--- src/rtl/rotreg_pkg.sv ---
package rotreg_pkg;
  parameter int WORD_W  = 16;
  parameter int NUM_MOD = 4;
  parameter int NUM_REG = 4;

  localparam int SEL_W = $clog2(NUM_MOD);
  localparam int IDX_W = $clog2(NUM_REG);
  localparam int BUS_IN_W = WORD_W * NUM_MOD;

  // Strobes from the rotation control to the register datapath.
  typedef struct packed {
    logic               load;     // a capture happens this cycle
    logic [NUM_REG-1:0] loadHot;  // one-hot write enable of the target slot
    logic [IDX_W-1:0]   showIdx;  // slot that drives the bus
  } rotStrobe_t;
endpackage

--- src/rtl/rotreg_ctrl.sv ---
module rotreg_ctrl
  import rotreg_pkg::*;
(
  input  logic             clk,
  input  logic             rstN,
  input  logic             capStrobe,
  output rotStrobe_t       strobes,
  output logic [IDX_W-1:0] lastIdx
);
  localparam logic [IDX_W-1:0] FIRST_IDX = '0;
  localparam logic [IDX_W-1:0] FINAL_IDX = IDX_W'(NUM_REG - 1);

  logic [IDX_W-1:0] nextIdx;
  logic [IDX_W-1:0] stepIdx;

  assign stepIdx = (nextIdx == FINAL_IDX) ? FIRST_IDX : nextIdx + 1'b1;

  always_ff @(posedge clk) begin
    if (!rstN) begin
      nextIdx <= FIRST_IDX;
      lastIdx <= FINAL_IDX;
    end else if (capStrobe) begin
      lastIdx <= nextIdx;
      nextIdx <= stepIdx;
    end
  end

  always_comb begin
    strobes         = '0;
    strobes.load    = capStrobe;
    strobes.showIdx = lastIdx;
    for (int i = 0; i < NUM_REG; i++) begin
      strobes.loadHot[i] = capStrobe && (nextIdx == IDX_W'(i));
    end
  end

  // each capture moves lastIdx one step around the ring
  assert_rotate_R3: assert property (@(posedge clk) disable iff (!rstN)
    capStrobe |=> lastIdx == (($past(lastIdx) == FINAL_IDX) ? FIRST_IDX
                                                             : $past(lastIdx) + 1'b1));

  // no capture, no movement
  assert_hold_R5: assert property (@(posedge clk) disable iff (!rstN)
    !capStrobe |=> $stable(lastIdx));

  // exactly one slot written per capture, none otherwise
  assert_one_slot_R4: assert property (@(posedge clk) disable iff (!rstN)
    capStrobe |-> $countones(strobes.loadHot) == 1);
  assert_no_slot_R4: assert property (@(posedge clk) disable iff (!rstN)
    $onehot0(strobes.loadHot));
endmodule

--- src/rtl/rotreg_dpath.sv ---
module rotreg_dpath
  import rotreg_pkg::*;
(
  input  logic                clk,
  input  logic                rstN,
  input  rotStrobe_t          strobes,
  input  logic [BUS_IN_W-1:0] modWords,
  input  logic [SEL_W-1:0]    modSel,
  input  logic                outEn,
  output logic [WORD_W-1:0]   busData
);
  logic [WORD_W-1:0] muxWord;
  logic [WORD_W-1:0] bank [NUM_REG];
  logic [WORD_W-1:0] showWord;

  always_comb begin
    muxWord = '0;
    for (int m = 0; m < NUM_MOD; m++) begin
      if (modSel == SEL_W'(m)) muxWord = modWords[m*WORD_W +: WORD_W];
    end
  end

  for (genvar g = 0; g < NUM_REG; g++) begin : gSlot
    always_ff @(posedge clk) begin
      if (!rstN)                   bank[g] <= '0;
      else if (strobes.loadHot[g]) bank[g] <= muxWord;
    end
  end

  assign showWord = bank[strobes.showIdx];
  assign busData  = outEn ? showWord : '0;

  // the slot shown after a capture holds the word that was selected
  assert_show_loaded_R6: assert property (@(posedge clk) disable iff (!rstN)
    strobes.load |=> showWord == $past(muxWord));
endmodule

--- src/rtl/rotreg_bank.sv ---
module rotreg_bank
  import rotreg_pkg::*;
(
  input  logic                clk,
  input  logic                rstN,
  input  logic [BUS_IN_W-1:0] modWords,
  input  logic [SEL_W-1:0]    modSel,
  input  logic                capStrobe,
  input  logic                outEn,
  output logic [WORD_W-1:0]   busData,
  output logic [IDX_W-1:0]    lastIdx
);
  rotStrobe_t strobes;

  rotreg_ctrl uCtrl (
    .clk       (clk),
    .rstN      (rstN),
    .capStrobe (capStrobe),
    .strobes   (strobes),
    .lastIdx   (lastIdx)
  );

  rotreg_dpath uDpath (
    .clk      (clk),
    .rstN     (rstN),
    .strobes  (strobes),
    .modWords (modWords),
    .modSel   (modSel),
    .outEn    (outEn),
    .busData  (busData)
  );

  // with the output enabled throughout, idle cycles leave the bus unchanged
  assert_bus_idle_R5: assert property (@(posedge clk) disable iff (!rstN)
    (!capStrobe && outEn) |=> (outEn -> $stable(busData)));
endmodule

--- config.mk ---
export PLATFORM = sky130hd
export DESIGN_NAME = rotreg_bank
export DESIGN_NICKNAME = d
export VERILOG_FILES = /design/src/rtl/rotreg_pkg.sv /design/src/rtl/rotreg_ctrl.sv /design/src/rtl/rotreg_dpath.sv /design/src/rtl/rotreg_bank.sv
export SDC_FILE = /design/constraint.sdc
export NUM_CORES = 1
export LEC_CHECK = 0
export BUFFER_PORTS_ARGS = -buffer_cell sky130_fd_sc_hd__buf_4
export CAP_MARGIN = 30
export CORE_ASPECT_RATIO = 0.5
export CORE_MARGIN = 2
export CORE_UTILIZATION = 54
export DETAILED_ROUTE_END_ITERATION = 7
export GPL_TIMING_DRIVEN = 0
export PLACE_DENSITY = 0.9
export SLEW_MARGIN = 10
export SYNTH_ARGS = -nofsm -noshare
export SYNTH_HDL_FRONTEND = slang
export SYNTH_SLANG_ARGS = --single-unit
--- constraint.sdc ---
create_clock -name clk -period 1.5 [get_ports clk]
set_input_delay 0 -clock clk [delete_from_list [all_inputs] [get_ports clk]]
set_output_delay 0 -clock clk [all_outputs]
set_load 0.05 [all_outputs]
==> results.md, run 1 <==
* Die Ht at between 60 and 70 um
* H-tree levels at 3
* Average wire per standard cell at around 32 um
* # fillers at approximately 300
* Final Critical Period at approximately 1800 ps
* Outcome: complete, but fails checks
* Reg area at between 2000 and 2500 sq um
* Family with the most delay on the worst path: flip-flops
* CP max stage cell: dfxtp_2
* Leak Pwr at about 2.2 nW
* IO buf count at 85
* Failing checks: negative setup slack
* Clock slew at reported path FFs at 60 ps
* DRC viols at 0
* Post-DP HPWL at between 6 and 7 mm
* Antenna violations before repair at 1
* Synthesized area per cell at about 13 sq um
* Final antenna-violating net count at 0
* Synth top cells by count: o22ai_1, mux2i_1, edfxtp_1
* Layout Nets at 460
* Vias at 3622
* Vias in the first global route at 3225
* 1st-iter DRT viols at 790
* Post-Syn Area at 3640 sq um
* Placer congestion estimate at slightly below 0.8
* Top Ports at 88
* Util after Layout at 0.796
* Largest net degree at the start of global routing at 17
* Power per cell area at 1120 nW/um^2
* Die area at between 7000 and 8000 sq um
* Synth area leaders: edfxtp_1, mux2i_1, o22ai_1
* Num CTS Buffers at 9
* Clk sinks at 70
* Worst path bufs/invs at 1
* First drt pass iteration count at 8
* EDFF count, synth at 64
* Cell Count, Final, Fillers Out at 484
* Synth Register Bits at 70
* Hold Crit Class: input pin to register
* Startpoint Class: register
* Final hold vios at 0
* Maximum VDD drop at about 760 uV
* Wirelength, routed at ~16 mm
* Overall routing resource usage at 0.351
* Post-synth top area share at 0.529
* WP data required at 1590 ps
* Worst Path Arrival at between 1500 and 2000 ps
* Largest area contributor in the netlist: edfxtp_1
* Worst hold slack at slightly below 90 ps
* Width of the die at around 120 um
* Starting density of the core at 0.551
* Unique masters post-synth at 19
* CP cell instances: ha_2 > nand4_1 > buf_4 > o22ai_1
* Largest stage delay, worst path at between 400 and 500 ps
* Ys async rst share at 0
* Seq/Total Area, Yosys at 0.562
* Final setup vio count at 34
* Area growth from synthesis to layout at 44.4%
* Vias/cell at about 7.5
* Row count at 21
* Worst-path fanout max at 10
* Worst slew margin at 0.592
* Synth Instances at 270
* RSZ-0062 raised after global routing: yes
* Fin crit share at 1.19
* Slew Viols, Final at 0
* Max Cap Violations at 0
* Synth warnings at 0
* Gr ovfl total at 0
* Count leader, synth: o22ai_1
* Syn Nets at 344
* Root buffer cell: clkbuf_16
* CORE AREA at about 6600 sq um
* Worst Skew at 5.29 ps
* Worst setup margin at -281 ps
* First-pass GRT wire length at 18.5 mm
* Achievable Freq at between 500 and 600 MHz
* Top_reg_cell synth: edfxtp_1
* DP Cell Count at 447
* Setup crit end kind: register
* Worst-margin pin slew at around 600 ps
* Post-CTS Hold Buffers at 0
* Multi-input combinational cell area at 1650 sq um
* Layout cells sized above 1 at 0.465
* Clk_lat worst skew at 350 ps
* Setup CP Type: register to register
* TritonCTS clock tree: done
* Max Root-Sink Buffers at 2
## cells by family (layout without fill, tap and decap cells)
logic type	after synthesis	after routing	share of synthesized area
compound gates	81	81	0.139
fa+ha+maj	4	4	0.0138
buf+inv	25	146	0.0523
flops	70	70	0.562
mux	67	67	0.184
other cells	0	1	0
simple gates	23	23	0.0489
## layout by cell type (no fill, tap or decap), drive strengths merged
master,Yosys,final
buf,20,126
o22ai,80,80
mux2i,67,67
edfxtp,64,64
clkbuf,2,11
nand2,11,11
dfxtp,6,6
nand4b,4,4
nand4,4,4
ha,4,4
clkinv,0,4
inv,3,3
bufinv,0,2
nand2b,2,2
diode,0,1
or3b,1,1
a21oi,1,1
nor2,1,1
## where the power goes
part	switching [mW]	leakage (nW)	internal (mW)
Combinational	0.684	1.37	0.504
Clock	0.888	0.149	1.44
Sequential	0.0840	0.722	2.27
Total	1.66	2.24	4.21
## per-layer routing
layer  track usage  up-vias  wire, um
met4         0.250        0      1350
met2         0.602      439      6860
met3         0.128      152      2190
met5             0        -         0
met1         0.380     1678      5140
li1              -     1353         -
## timing repair
item	in CTS	in global routing
setup buffers	9	8
endpoints found under the setup margin	131	111
hold endpoints to repair	0	0
gates cloned	2	3
resized for setup	39	49
pin swaps	10	12
## state kept, by name, summed over array words and instances (netlist names), named ones only
| register | cells |
|---|---|
| uDpath.bank | 64 |
| uCtrl.lastIdx | 2 |
| uCtrl.nextIdx | 2 |
## tightest hold or removal path, stage by stage
cell and delay, ps:
buf_4 140, buf_6 170, nand2_1 90
## metrics by stage
stage / TNS [ps] / total power, mW / setup WS (ps) / area, sq um
final: -1910 / 5.87 / -281 / 5250
after floorplan: -215 / 2.89 / -21.1 / 3640
after global routing: -2980 / 5.91 / -366 / 5250
after global placement: -14740 / 3.18 / -193 / 4390
after CTS: -129 / 5.52 / -57.3 / 4970
after detailed placement: -23650 / 3.22 / -307 / 4390
## path summary, 6_finish.rpt
check,from,to,slack [ps],cells after the start
max reg2reg,uCtrl.nextIdx[1]$_SDFFE_PN0P_,uDpath.bank[3][12]$_SDFFCE_PN0P_,-280,4
max,uCtrl.nextIdx[1]$_SDFFE_PN0P_,uDpath.bank[3][12]$_SDFFCE_PN0P_,-280,4
min reg2reg,uCtrl.nextIdx[0]$_SDFFE_PN0P_,uCtrl.nextIdx[0]$_SDFFE_PN0P_,520,2
min,rstN,register,90,3
## final cells by class
| class | instances | share of cell area |
|---|---|---|
| repair buffers | 106 | 0.166 |
| well taps | 92 | 0.0219 |
| diodes | 1 | 0.000477 |
| clock inverters | 6 | 0.0145 |
| inverters | 3 | 0.00215 |
| flip-flops and latches | 70 | 0.390 |
| clock buffers | 10 | 0.0436 |
| multi-input cells | 175 | 0.313 |
| plain buffers | 21 | 0.0477 |
(Power assumes the default switching activity.)
==> run 2: changes to the inputs <==
Settings changed: BUFFER_PORTS_ARGS -buffer_cell sky130_fd_sc_hd__buf_4 to unset, CORE_UTILIZATION 54 to 63, DONT_BUFFER_PORTS set to 1, PLACE_DENSITY 0.9 to 0.89.
==> run 2 against run 1 <==
The run still ends with negative setup slack left. First-iteration DRC count decreased by 11%. Flip-flop and latch count did not move. Fmax rose by 10%. Clock skew is 2.3 ps higher. Worst hold slack worse by 55 ps. Clock power up 15%. Sequential share of layout area rose by 5.4 points. Register-to-register slack improved by 200 ps.
==> results.md, run 2 (same netlist as run 1, synthesis figures left out) <==
* 1st-iter DRT viols at 706 (-11%)
* Biggest register: uDpath.bank
* Final Critical Period at 1620 ps (-163 ps)
* Clock slew at reported path FFs at 60 ps (about the same)
* Grt met2 use at 0.598 (-0.00471)
* Width of the die at 111 um (-7.2%)
* CORE AREA at 5520 sq um (-16%)
* Worst setup margin at -118 ps (+163 ps)
* Final setup TNS at -1020 ps (+883 ps)
* Worst slew margin at 0.551 (-0.0412)
* Critical Path Sink: busData[3]
* Switching Share at 0.258 (-0.0239)
* Fin crit share at 1.08 (-0.109)
* GR peak layer: met2
* Clk_lat worst skew at 350 ps (about the same)
* Gr ovfl total at 0 (unchanged)
* TritonCTS clock tree: done
* Worst Skew at 7.60 ps (+2.31 ps)
* Max Cap Violations at 0 (unchanged)
* Slew Viols, Final at 0 (unchanged)
* GRT met3 Usage at 0.123 (-0.00431)
* Leak Pwr at 1.91 nW (-15%)
* Maximum VDD drop at 1690 uV (+120%)
* Antenna Cells at 0 (-1)
* Worst-path fanout max at 8 (-2)
* WP data required at 1500 ps (-90 ps)
* RSZ-0062 raised after global routing: yes
* Internal power at 4.41 mW (+4.8%)
* M1 GR Usage at 0.444 (+0.0638)
* IO buf count at 0 (-100%)
* First drt pass iteration count at 6 (-2)
* Vias in the first global route at 2907 (-9.9%)
* Startpoint Class: register
* Row count at 19 (-9.5%)
* Failing checks: negative setup slack
* Largest register FFs at 64 (unchanged)
* R2r endpoint: uDpath.bank[3][8]$_SDFFCE_PN0P_
* Wirelength, routed at 13.0 mm (-16%)
* Vias/cell at 8.46 (+13%)
* Top Ports at 88 (unchanged)
* Worst R2R Path Depth at 4 (unchanged)
* Final antenna-violating net count at 0 (unchanged)
* Max Root-Sink Buffers at 2 (unchanged)
* Area growth from synthesis to layout at 26.9%
* Average wire per standard cell at 33.4 um (+4.0%)
* Power per cell area at 1290 nW/um^2 (+15%)
* Final setup vio count at 23 (-32%)
* H-tree levels at 3 (unchanged)
* First-pass GRT wire length at 16.9 mm (-8.3%)
* Net Sw Power at 1.54 mW (-7.2%)
* # fillers at 232 (-22%)
* DRC viols at 0 (unchanged)
* Layout Nets at 385 (-16%)
* Worst-margin pin slew at 655 ps (+60.1 ps)
* Setup crit end kind: output port
* Num CTS Buffers at 9 (unchanged)
* Commonest non-fill, non-tap cell in the layout: o22ai_1
* Layout cells sized above 1 at 0.307 (-0.159)
* Overall routing resource usage at 0.363 (+0.0119)
* R2R Path Start: uCtrl.nextIdx[1]$_SDFFE_PN0P_
* Antenna violations before repair at 0 (-1)
* Largest net degree at the start of global routing at 17 (unchanged)
* Largest regs: uDpath.bank: 64 flops, uCtrl.lastIdx: 2 flops, uCtrl.nextIdx: 2 flops
* Vias at 3289 (-9.2%)
* Clock network fraction of design power at 0.448 (+0.052)
* R2R setup slack at -80 ps (+200 ps)
* Comb power frac at 0.156 (-0.046)
* Setup CP Type: register to output port
* Placer congestion estimate at 0.791 (about the same)
* Clk sinks at 70 (unchanged)
* Final hold vios at 0 (unchanged)
* Starting density of the core at 0.659 (+0.108)
* Commonest cells after routing, fill and taps aside: o22ai_1, edfxtp_1, mux2i_1, buf_4, buf_6
* Achievable Freq at 618 MHz (+10%)
* Post-DP HPWL at 6.09 mm (-7.3%)
* Die Ht at 57.7 um (-6.9%)
* Die area at 6430 sq um (-14%)
* Outcome: complete, but fails checks
* Root buffer cell: clkbuf_16
* Hold Crit Class: input pin to register
* Flop pwr share at 0.396 (-0.005)
* Util after Layout at 0.837 (+0.0408)
* Worst Path Arrival at 1620 ps (-250 ps)
run 2: power by group through the flow:
| stage | sequential, mW | combinational (mW) | clock, mW |
|---|---|---|---|
| finish | 2.36 | 0.929 | 2.67 |
| CTS | 2.33 | 0.774 | 2.57 |
| floorplan | 2.35 | 0.543 | 0 |
| global route | 2.36 | 0.944 | 2.70 |
| global placement | 2.35 | 0.637 | 0 |
| detailed placement | 2.37 | 0.712 | 0 |
run 2: worst min-delay path by stage:
stage,from,to,slack [ps],cells past startpoint
CTS,modWords[37],uDpath.bank[2][5]$_SDFFCE_PN0P_,10,2
finish,modWords[34],uDpath.bank[0][2]$_SDFFCE_PN0P_,30,2
detailed placement,rstN,register,250,2
global route,modWords[34],uDpath.bank[0][2]$_SDFFCE_PN0P_,30,2
floorplan,rstN,register,220,2
global placement,rstN,uCtrl.lastIdx[0]$_SDFFE_PN1P_,230,2
run 2: metal layers:
| metal | wire length (um) | part of all wire |
|---|---|---|
| met3 | 2290 | 0.18 |
| met4 | 1130 | 0.087 |
| met1 | 4100 | 0.32 |
| met5 | 0 | 0 |
| met2 | 5460 | 0.42 |
run 2: what timing repair did:
item                                    4_1_cts  5_1_grt
buffers inserted                              5        5
hold endpoints to repair                      5        0
hold buffers                                  1        0
gates resized for setup                      29       33
pin swaps                                     4        9
endpoints found under the setup margin      129       70
gates cloned                                  0        4
run 2: cell type report:
type                    instances  area [sq um]  area share
clock inverters                 6           134      0.0290
flip-flops and latches         70          2050       0.444
clock buffers                  10           229      0.0496
plain buffers                  21           244      0.0529
well taps                      73          91.3      0.0198
inverters                       3          11.3     0.00244
multi-input cells             175          1550       0.337
repair buffers                 31           303      0.0656
run 2: critical path: stages (launching register included):
cell and delay, ps:
dfxtp_2 340, buf_12 150, clkbuf_16 160, mux2i_1 130
o22ai_1 230, buf_4 250
run 2: through the flow:
stage,hold slack (ps),setup WS (ps),area (sq um),instances,power (mW)
finish,33.7,-118,4610,389,5.95
global route,29.4,-126,4610,389,6.00
detailed placement,248,-278,3850,359,3.08
floorplan,218,-21.1,3640,270,2.89
global placement,232,-252,3730,343,2.99
CTS,11.7,-40.9,4360,380,5.67
